### src/rtl/pic_pkg.sv
package pic_pkg;
   localparam int BYTE_W = 8;

   typedef enum logic [1:0] {
      CFG_IDLE = 2'd0,
      CFG_BASE = 2'd1,
      CFG_CASC = 2'd2,
      CFG_OPTS = 2'd3
   } cfg_phase_e;

   // upper five bits of a specific end-of-interrupt command
   localparam logic [4:0] EOI_OPCODE = 5'b01100;
   // position of the option bit that enables automatic end of interrupt
   localparam int AUTO_EOI_BIT = 1;
endpackage

### src/rtl/pic_cfg_regs.sv
module pic_cfg_regs
   import pic_pkg::*;
#(
   parameter int NUM_LVL = 8,
   localparam int LVL_W = $clog2(NUM_LVL)
) (
   input  logic               clk,
   input  logic               rst_n,
   input  logic               bus_a0,
   input  logic               bus_wr,
   input  logic [BYTE_W-1:0]  bus_wdata,
   output logic [NUM_LVL-1:0] mask_q,
   output logic [BYTE_W-1:0]  base_q,
   output logic [BYTE_W-1:0]  cascade_q,
   output logic               aeoi_q,
   output logic               ready_q,
   output logic               sel_isr_q,
   output logic               init_clr,
   output logic               eoi_fire,
   output logic [LVL_W-1:0]   eoi_lvl
);
   cfg_phase_e phase_q;
   logic cmd_wr, dat_wr;

   assign cmd_wr   = bus_wr && !bus_a0;
   assign dat_wr   = bus_wr && bus_a0;
   assign init_clr = cmd_wr && bus_wdata[4];
   assign eoi_fire = cmd_wr && ready_q && (bus_wdata[7:3] == EOI_OPCODE)
                     && ({5'b0, bus_wdata[2:0]} < BYTE_W'(NUM_LVL));
   assign eoi_lvl  = bus_wdata[LVL_W-1:0];

   always_ff @(posedge clk or negedge rst_n) begin
      if (!rst_n) begin
         phase_q   <= CFG_IDLE;
         ready_q   <= 1'b0;
         mask_q    <= '1;
         base_q    <= '0;
         cascade_q <= '0;
         aeoi_q    <= 1'b0;
         sel_isr_q <= 1'b0;
      end else if (init_clr) begin
         phase_q   <= CFG_BASE;
         ready_q   <= 1'b0;
         mask_q    <= '0;
         aeoi_q    <= 1'b0;
         sel_isr_q <= 1'b0;
      end else if (cmd_wr) begin
         if (ready_q && bus_wdata[3] && bus_wdata[1])
            sel_isr_q <= bus_wdata[0];
      end else if (dat_wr) begin
         unique case (phase_q)
            CFG_BASE: begin
               base_q  <= bus_wdata;
               phase_q <= CFG_CASC;
            end
            CFG_CASC: begin
               cascade_q <= bus_wdata;
               phase_q   <= CFG_OPTS;
            end
            CFG_OPTS: begin
               aeoi_q  <= bus_wdata[AUTO_EOI_BIT];
               ready_q <= 1'b1;
               phase_q <= CFG_IDLE;
            end
            default: begin
               if (ready_q)
                  mask_q <= bus_wdata[NUM_LVL-1:0];
            end
         endcase
      end
   end
endmodule

### src/rtl/pic_req_capture.sv
module pic_req_capture #(
   parameter int NUM_LVL = 8
) (
   input  logic               clk,
   input  logic               rst_n,
   input  logic [NUM_LVL-1:0] irq_in,
   input  logic               init_clr,
   input  logic [NUM_LVL-1:0] ack_clr,
   output logic [NUM_LVL-1:0] irr_q
);
   logic [NUM_LVL-1:0] prev_q;

   always_ff @(posedge clk or negedge rst_n) begin
      if (!rst_n) prev_q <= '0;
      else        prev_q <= irq_in;
   end

   for (genvar g = 0; g < NUM_LVL; g++) begin : g_lvl
      logic rise;
      assign rise = irq_in[g] && !prev_q[g];
      always_ff @(posedge clk or negedge rst_n) begin
         if (!rst_n)                       irr_q[g] <= 1'b0;
         else if (init_clr)                irr_q[g] <= 1'b0;
         else if (rise)                    irr_q[g] <= 1'b1;
         else if (!irq_in[g] || ack_clr[g]) irr_q[g] <= 1'b0;
      end
   end
endmodule

### src/rtl/pic_prio_resolve.sv
module pic_prio_resolve #(
   parameter int NUM_LVL = 8,
   localparam int LVL_W = $clog2(NUM_LVL)
) (
   input  logic [NUM_LVL-1:0] irr,
   input  logic [NUM_LVL-1:0] mask,
   input  logic [NUM_LVL-1:0] isr,
   input  logic               ready,
   output logic               grant_ok,
   output logic [LVL_W-1:0]   grant_idx
);
   logic [NUM_LVL-1:0] live;
   logic               any_live;
   logic [LVL_W-1:0]   win;
   logic [LVL_W:0]     top_isr;

   assign live = irr & ~mask;

   always_comb begin
      any_live = 1'b0;
      win      = '0;
      top_isr  = (LVL_W+1)'(NUM_LVL);
      for (int i = NUM_LVL - 1; i >= 0; i--) begin
         if (live[i]) begin
            any_live = 1'b1;
            win      = LVL_W'(i);
         end
         if (isr[i])
            top_isr = (LVL_W+1)'(i);
      end
   end

   assign grant_ok  = ready && any_live && ({1'b0, win} < top_isr);
   assign grant_idx = win;
endmodule

### src/rtl/prio_irq_ctrl.sv
module prio_irq_ctrl
   import pic_pkg::*;
#(
   parameter int NUM_LVL = 8
) (
   input  logic               clk,
   input  logic               rst_n,
   input  logic               bus_a0,
   input  logic               bus_wr,
   input  logic               bus_rd,
   input  logic [BYTE_W-1:0]  bus_wdata,
   output logic [BYTE_W-1:0]  bus_rdata,
   input  logic [NUM_LVL-1:0] irq_in,
   output logic               int_out,
   input  logic               ack,
   output logic               vec_valid,
   output logic [BYTE_W-1:0]  vec_out
);
   localparam int LVL_W = $clog2(NUM_LVL);
   localparam logic [BYTE_W-1:0] SPUR_IDX = BYTE_W'(NUM_LVL - 1);

   if (NUM_LVL < 2 || NUM_LVL > BYTE_W || (1 << LVL_W) != NUM_LVL) begin : g_bad_cfg
      $error("NUM_LVL must be a power of two between 2 and 8");
   end

   logic [NUM_LVL-1:0] mask_q, irr_q, isr_q, ack_clr, isr_set, isr_clr;
   logic [BYTE_W-1:0]  base_q, cascade_q;
   logic               aeoi_q, ready_q, sel_isr_q, init_clr, eoi_fire;
   logic [LVL_W-1:0]   eoi_lvl, grant_idx;
   logic               grant_ok, take;

   pic_cfg_regs #(.NUM_LVL(NUM_LVL)) cfg_i (
      .clk(clk), .rst_n(rst_n), .bus_a0(bus_a0), .bus_wr(bus_wr),
      .bus_wdata(bus_wdata), .mask_q(mask_q), .base_q(base_q),
      .cascade_q(cascade_q), .aeoi_q(aeoi_q), .ready_q(ready_q),
      .sel_isr_q(sel_isr_q), .init_clr(init_clr), .eoi_fire(eoi_fire),
      .eoi_lvl(eoi_lvl)
   );

   pic_req_capture #(.NUM_LVL(NUM_LVL)) req_i (
      .clk(clk), .rst_n(rst_n), .irq_in(irq_in), .init_clr(init_clr),
      .ack_clr(ack_clr), .irr_q(irr_q)
   );

   pic_prio_resolve #(.NUM_LVL(NUM_LVL)) res_i (
      .irr(irr_q), .mask(mask_q), .isr(isr_q), .ready(ready_q),
      .grant_ok(grant_ok), .grant_idx(grant_idx)
   );

   assign int_out = grant_ok;
   assign take    = ack && grant_ok;
   assign ack_clr = take ? (NUM_LVL'(1) << grant_idx) : '0;
   assign isr_set = aeoi_q ? '0 : ack_clr;
   assign isr_clr = eoi_fire ? (NUM_LVL'(1) << eoi_lvl) : '0;

   always_ff @(posedge clk or negedge rst_n) begin
      if (!rst_n)        isr_q <= '0;
      else if (init_clr) isr_q <= '0;
      else               isr_q <= (isr_q & ~isr_clr) | isr_set;
   end

   always_ff @(posedge clk or negedge rst_n) begin
      if (!rst_n) begin
         vec_valid <= 1'b0;
         vec_out   <= '0;
      end else begin
         vec_valid <= ack;
         if (ack)
            vec_out <= base_q + (take ? BYTE_W'(grant_idx) : SPUR_IDX);
      end
   end

   always_comb begin
      bus_rdata = '0;
      if (bus_rd) begin
         if (bus_a0)         bus_rdata = BYTE_W'(mask_q);
         else if (sel_isr_q) bus_rdata = BYTE_W'(isr_q);
         else                bus_rdata = BYTE_W'(irr_q);
      end
   end
endmodule

### config.mk
export PLATFORM = sky130hd
export DESIGN_NAME = prio_irq_ctrl
export DESIGN_NICKNAME = d
export VERILOG_FILES = /design/src/rtl/pic_pkg.sv /design/src/rtl/pic_cfg_regs.sv /design/src/rtl/pic_req_capture.sv /design/src/rtl/pic_prio_resolve.sv /design/src/rtl/prio_irq_ctrl.sv
export SDC_FILE = /design/constraint.sdc
export NUM_CORES = 1
export LEC_CHECK = 0
export BUFFER_PORTS_ARGS = -buffer_cell sky130_fd_sc_hd__buf_4
export CAP_MARGIN = 0
export CORE_ASPECT_RATIO = 1.5
export CORE_MARGIN = 4
export CORE_UTILIZATION = 55
export CTS_BUF_LIST = sky130_fd_sc_hd__clkbuf_2 sky130_fd_sc_hd__clkbuf_4 sky130_fd_sc_hd__clkbuf_8
export DETAILED_ROUTE_END_ITERATION = 10
export PLACE_DENSITY = 0.83
export SKIP_CTS_REPAIR_TIMING = 1
export SYNTH_ARGS = -nofsm -noshare
export SYNTH_HDL_FRONTEND = slang
export SYNTH_HIERARCHICAL = 1
export SYNTH_SLANG_ARGS = --single-unit
### constraint.sdc
create_clock -name clk -period 4.4 [get_ports clk]
set_clock_uncertainty 0.15 [all_clocks]
set_input_delay 0.88 -clock clk [delete_from_list [all_inputs] [get_ports clk]]
set_output_delay 0.88 -clock clk [all_outputs]
set_load 0.005 [all_outputs]
==> flow_summary.toml <==
[grt]
antenna_found_initial = 0
use_met3_pct = 2.76
grt_usage_pct = 20.6
overflow = 0
use_met1_pct = 25.1
grt_pass1_wl_um = 11800
use_met2_pct = 36.5
first_global_vias = 2498
busiest_layer = "met2"
grt_max_degree = 55

[cells_and_area]
n_antenna_cell = 0
fill_cells = 483
drive_above_1_share_pct = 27.4
utilization_pct = 63.7
area_delta_synth_final_pct = 13.0
final_net_count = 383

[timing]
grt_setup_unrepaired = "false"
fmax_ghz = 0.260
tns_ns = 0
fin_crit_ns = 3.84
relSlewSlack_pct = 54.9
drv_slew = 0
setup-violations-final = 0
worst_slack_ns = 0.561
worst-slew-pin-transition_ns = 0.677
finalHoldViolations = 0
fin_crit_sh_pct = 87.3

[clock_network]
clk_transition_reported_paths_ns = 0.10
root_buffer = "clkbuf_8"
cts_made_buffers = 5
cts_tree = "yes"
htree_levels = 2
cts_sinks = 54
cts.path.max_buffers = 2
clock_latency_ns = 0.31

[die]
die-area_mm2 = 0.00721
rows = 34
coreArea_mm2 = 0.00574
die_h_um = 102
die_x_um = 70.7
start_util_pct = 56.4
io_pins = 40

[placement]
dp_hpwl_um = 5380
io_buffers = 39
place_ws_ns = 0.591
gp_congestion = 0.947

[synth]
syn_nets = 348
syn_avg_cell_area_um2 = 10.3
synthesis.area_mm2 = 0.00324
yosys_warnings = 6
synth_cells = 315

[setup_path]
crit_path_end_kind = "flop"
crit_path_start_kind = "flop"
timing.rr.start = "cfg_i/mask_q[3]"
ff2ff_path_depth = 16
startpoint = "cfg_i/mask_q[3]"
required_ns = 4.42
critPathKind = "flop to flop"
worstPathArrival_ns = 3.86
cp_max_fo = 7

[route]
drt_iter0_markers = 180
drtAntennaViolNets = 0
drt_first_pass_iters = 4
wl_per_cell_um = 17.0
vias = 2501
vias_per_cell = 5.91
drt-total-wl_um = 7200
drc = 0

[hold_path]
min_from = "req_i/prev_q[7]"
holdPathStages = 1
hold_path.class = "flop to flop"

[pwr]
power.density_mw_per_mm2 = 509
ir_drop_uv = 263
power.total_mw = 1.86
leakage_nw = 1.63

[job]
maxCapViolations = 0

[outcome]
status = "finished clean"
## metrics by stage
stage / std cells / cell area [um^2] / hold slack (ns)
after floorplan: 315 / 3240 / 0.253
after detailed placement: 415 / 3550 / 0.261
final: 423 / 3660 / 0.274
after CTS: 423 / 3660 / 0.276
after global routing: 423 / 3660 / 0.285
after global placement: 415 / 3550 / 0.256
## power by group
part,switching [mW],internal (mW)
combinational,0.350,0.376
clock,0.168,0.169
sequential,0.159,0.641
total,0.678,1.19
## cell type report
| cell class | instances | area (um^2) | area share [%] |
|---|---|---|---|
| Clock inverter | 3 | 45.0 | 1.23 |
| Timing Repair Buffer | 40 | 300 | 8.20 |
| Multi-Input combinational cell | 234 | 1740 | 47.5 |
| Sequential cell | 54 | 1360 | 37.2 |
| Clock buffer | 5 | 68.8 | 1.88 |
| Tap cell | 72 | 90.1 | 2.46 |
| Inverter | 15 | 56.3 | 1.54 |
## worst max-delay path: stages (launching register included)
cell and delay, ns:
dfstp_2 0.55, nand2b_2 0.11, nor2b_1 0.26, nand2b_4 0.08, a31oi_1 0.42, ha_1 0.34, o211ai_2 0.06, a21oi_1 0.07
a211oi_2 0.31, nand2_1 0.12, or2_1 0.26, ha_1 0.21, inv_1 0.08, fa_1 0.22, nor2b_1 0.10, o2111ai_1 0.19
o221ai_1 0.17
## cell usage in the layout, fill, tap and decap left out, types with 3 or more instances in the layout
cell,instances
o21ai_0,16
a31oi_1,4
mux2_4,8
nand3_1,6
a22o_1,6
nand2b_1,21
inv_1,15
nor2b_1,11
and2_1,12
o31ai_1,4
clkbuf_8,5
nand2b_4,3
mux2i_1,8
dfstp_2,8
dfrtp_1,46
o21ai_1,4
buf_4,40
ha_1,10
nand2_1,33
nor2_1,8
a21oi_1,16
or2_1,3
a21oi_2,9
nand4_1,3
## worst paths after layout
path,end,slack [ns]
max in group asynchronous,req_i/irr_q[1],3.20
hold reg to reg,req_i/irr_q[7],0.27
min in group asynchronous,req_i/irr_q[7],0.45
setup reg to reg,vec_out[6],0.56
setup / recovery,vec_out[6],0.56
hold / removal,req_i/irr_q[7],0.27
## metal layers
layer  part of all wire (%)  vias up
li1                       -     1189
met1                     41     1197
met2                     52       92
met3                    4.4       23
met4                    3.2        0
met5                      0        -
## flip-flops by register name, indices dropped and copies added, names as in the netlist
register         cells
cfg_i/mask_q         8
cfg_i/ready_q        1
cfg_i/phase_q        2
cfg_i/sel_isr_q      1
cfg_i/aeoi_q         1
req_i/prev_q         8
vec_valid            1
req_i/irr_q          8
isr_q                8
vec_out              8
cfg_i/base_q         8
No activity file was read; power rests on OpenSTA's default activity.
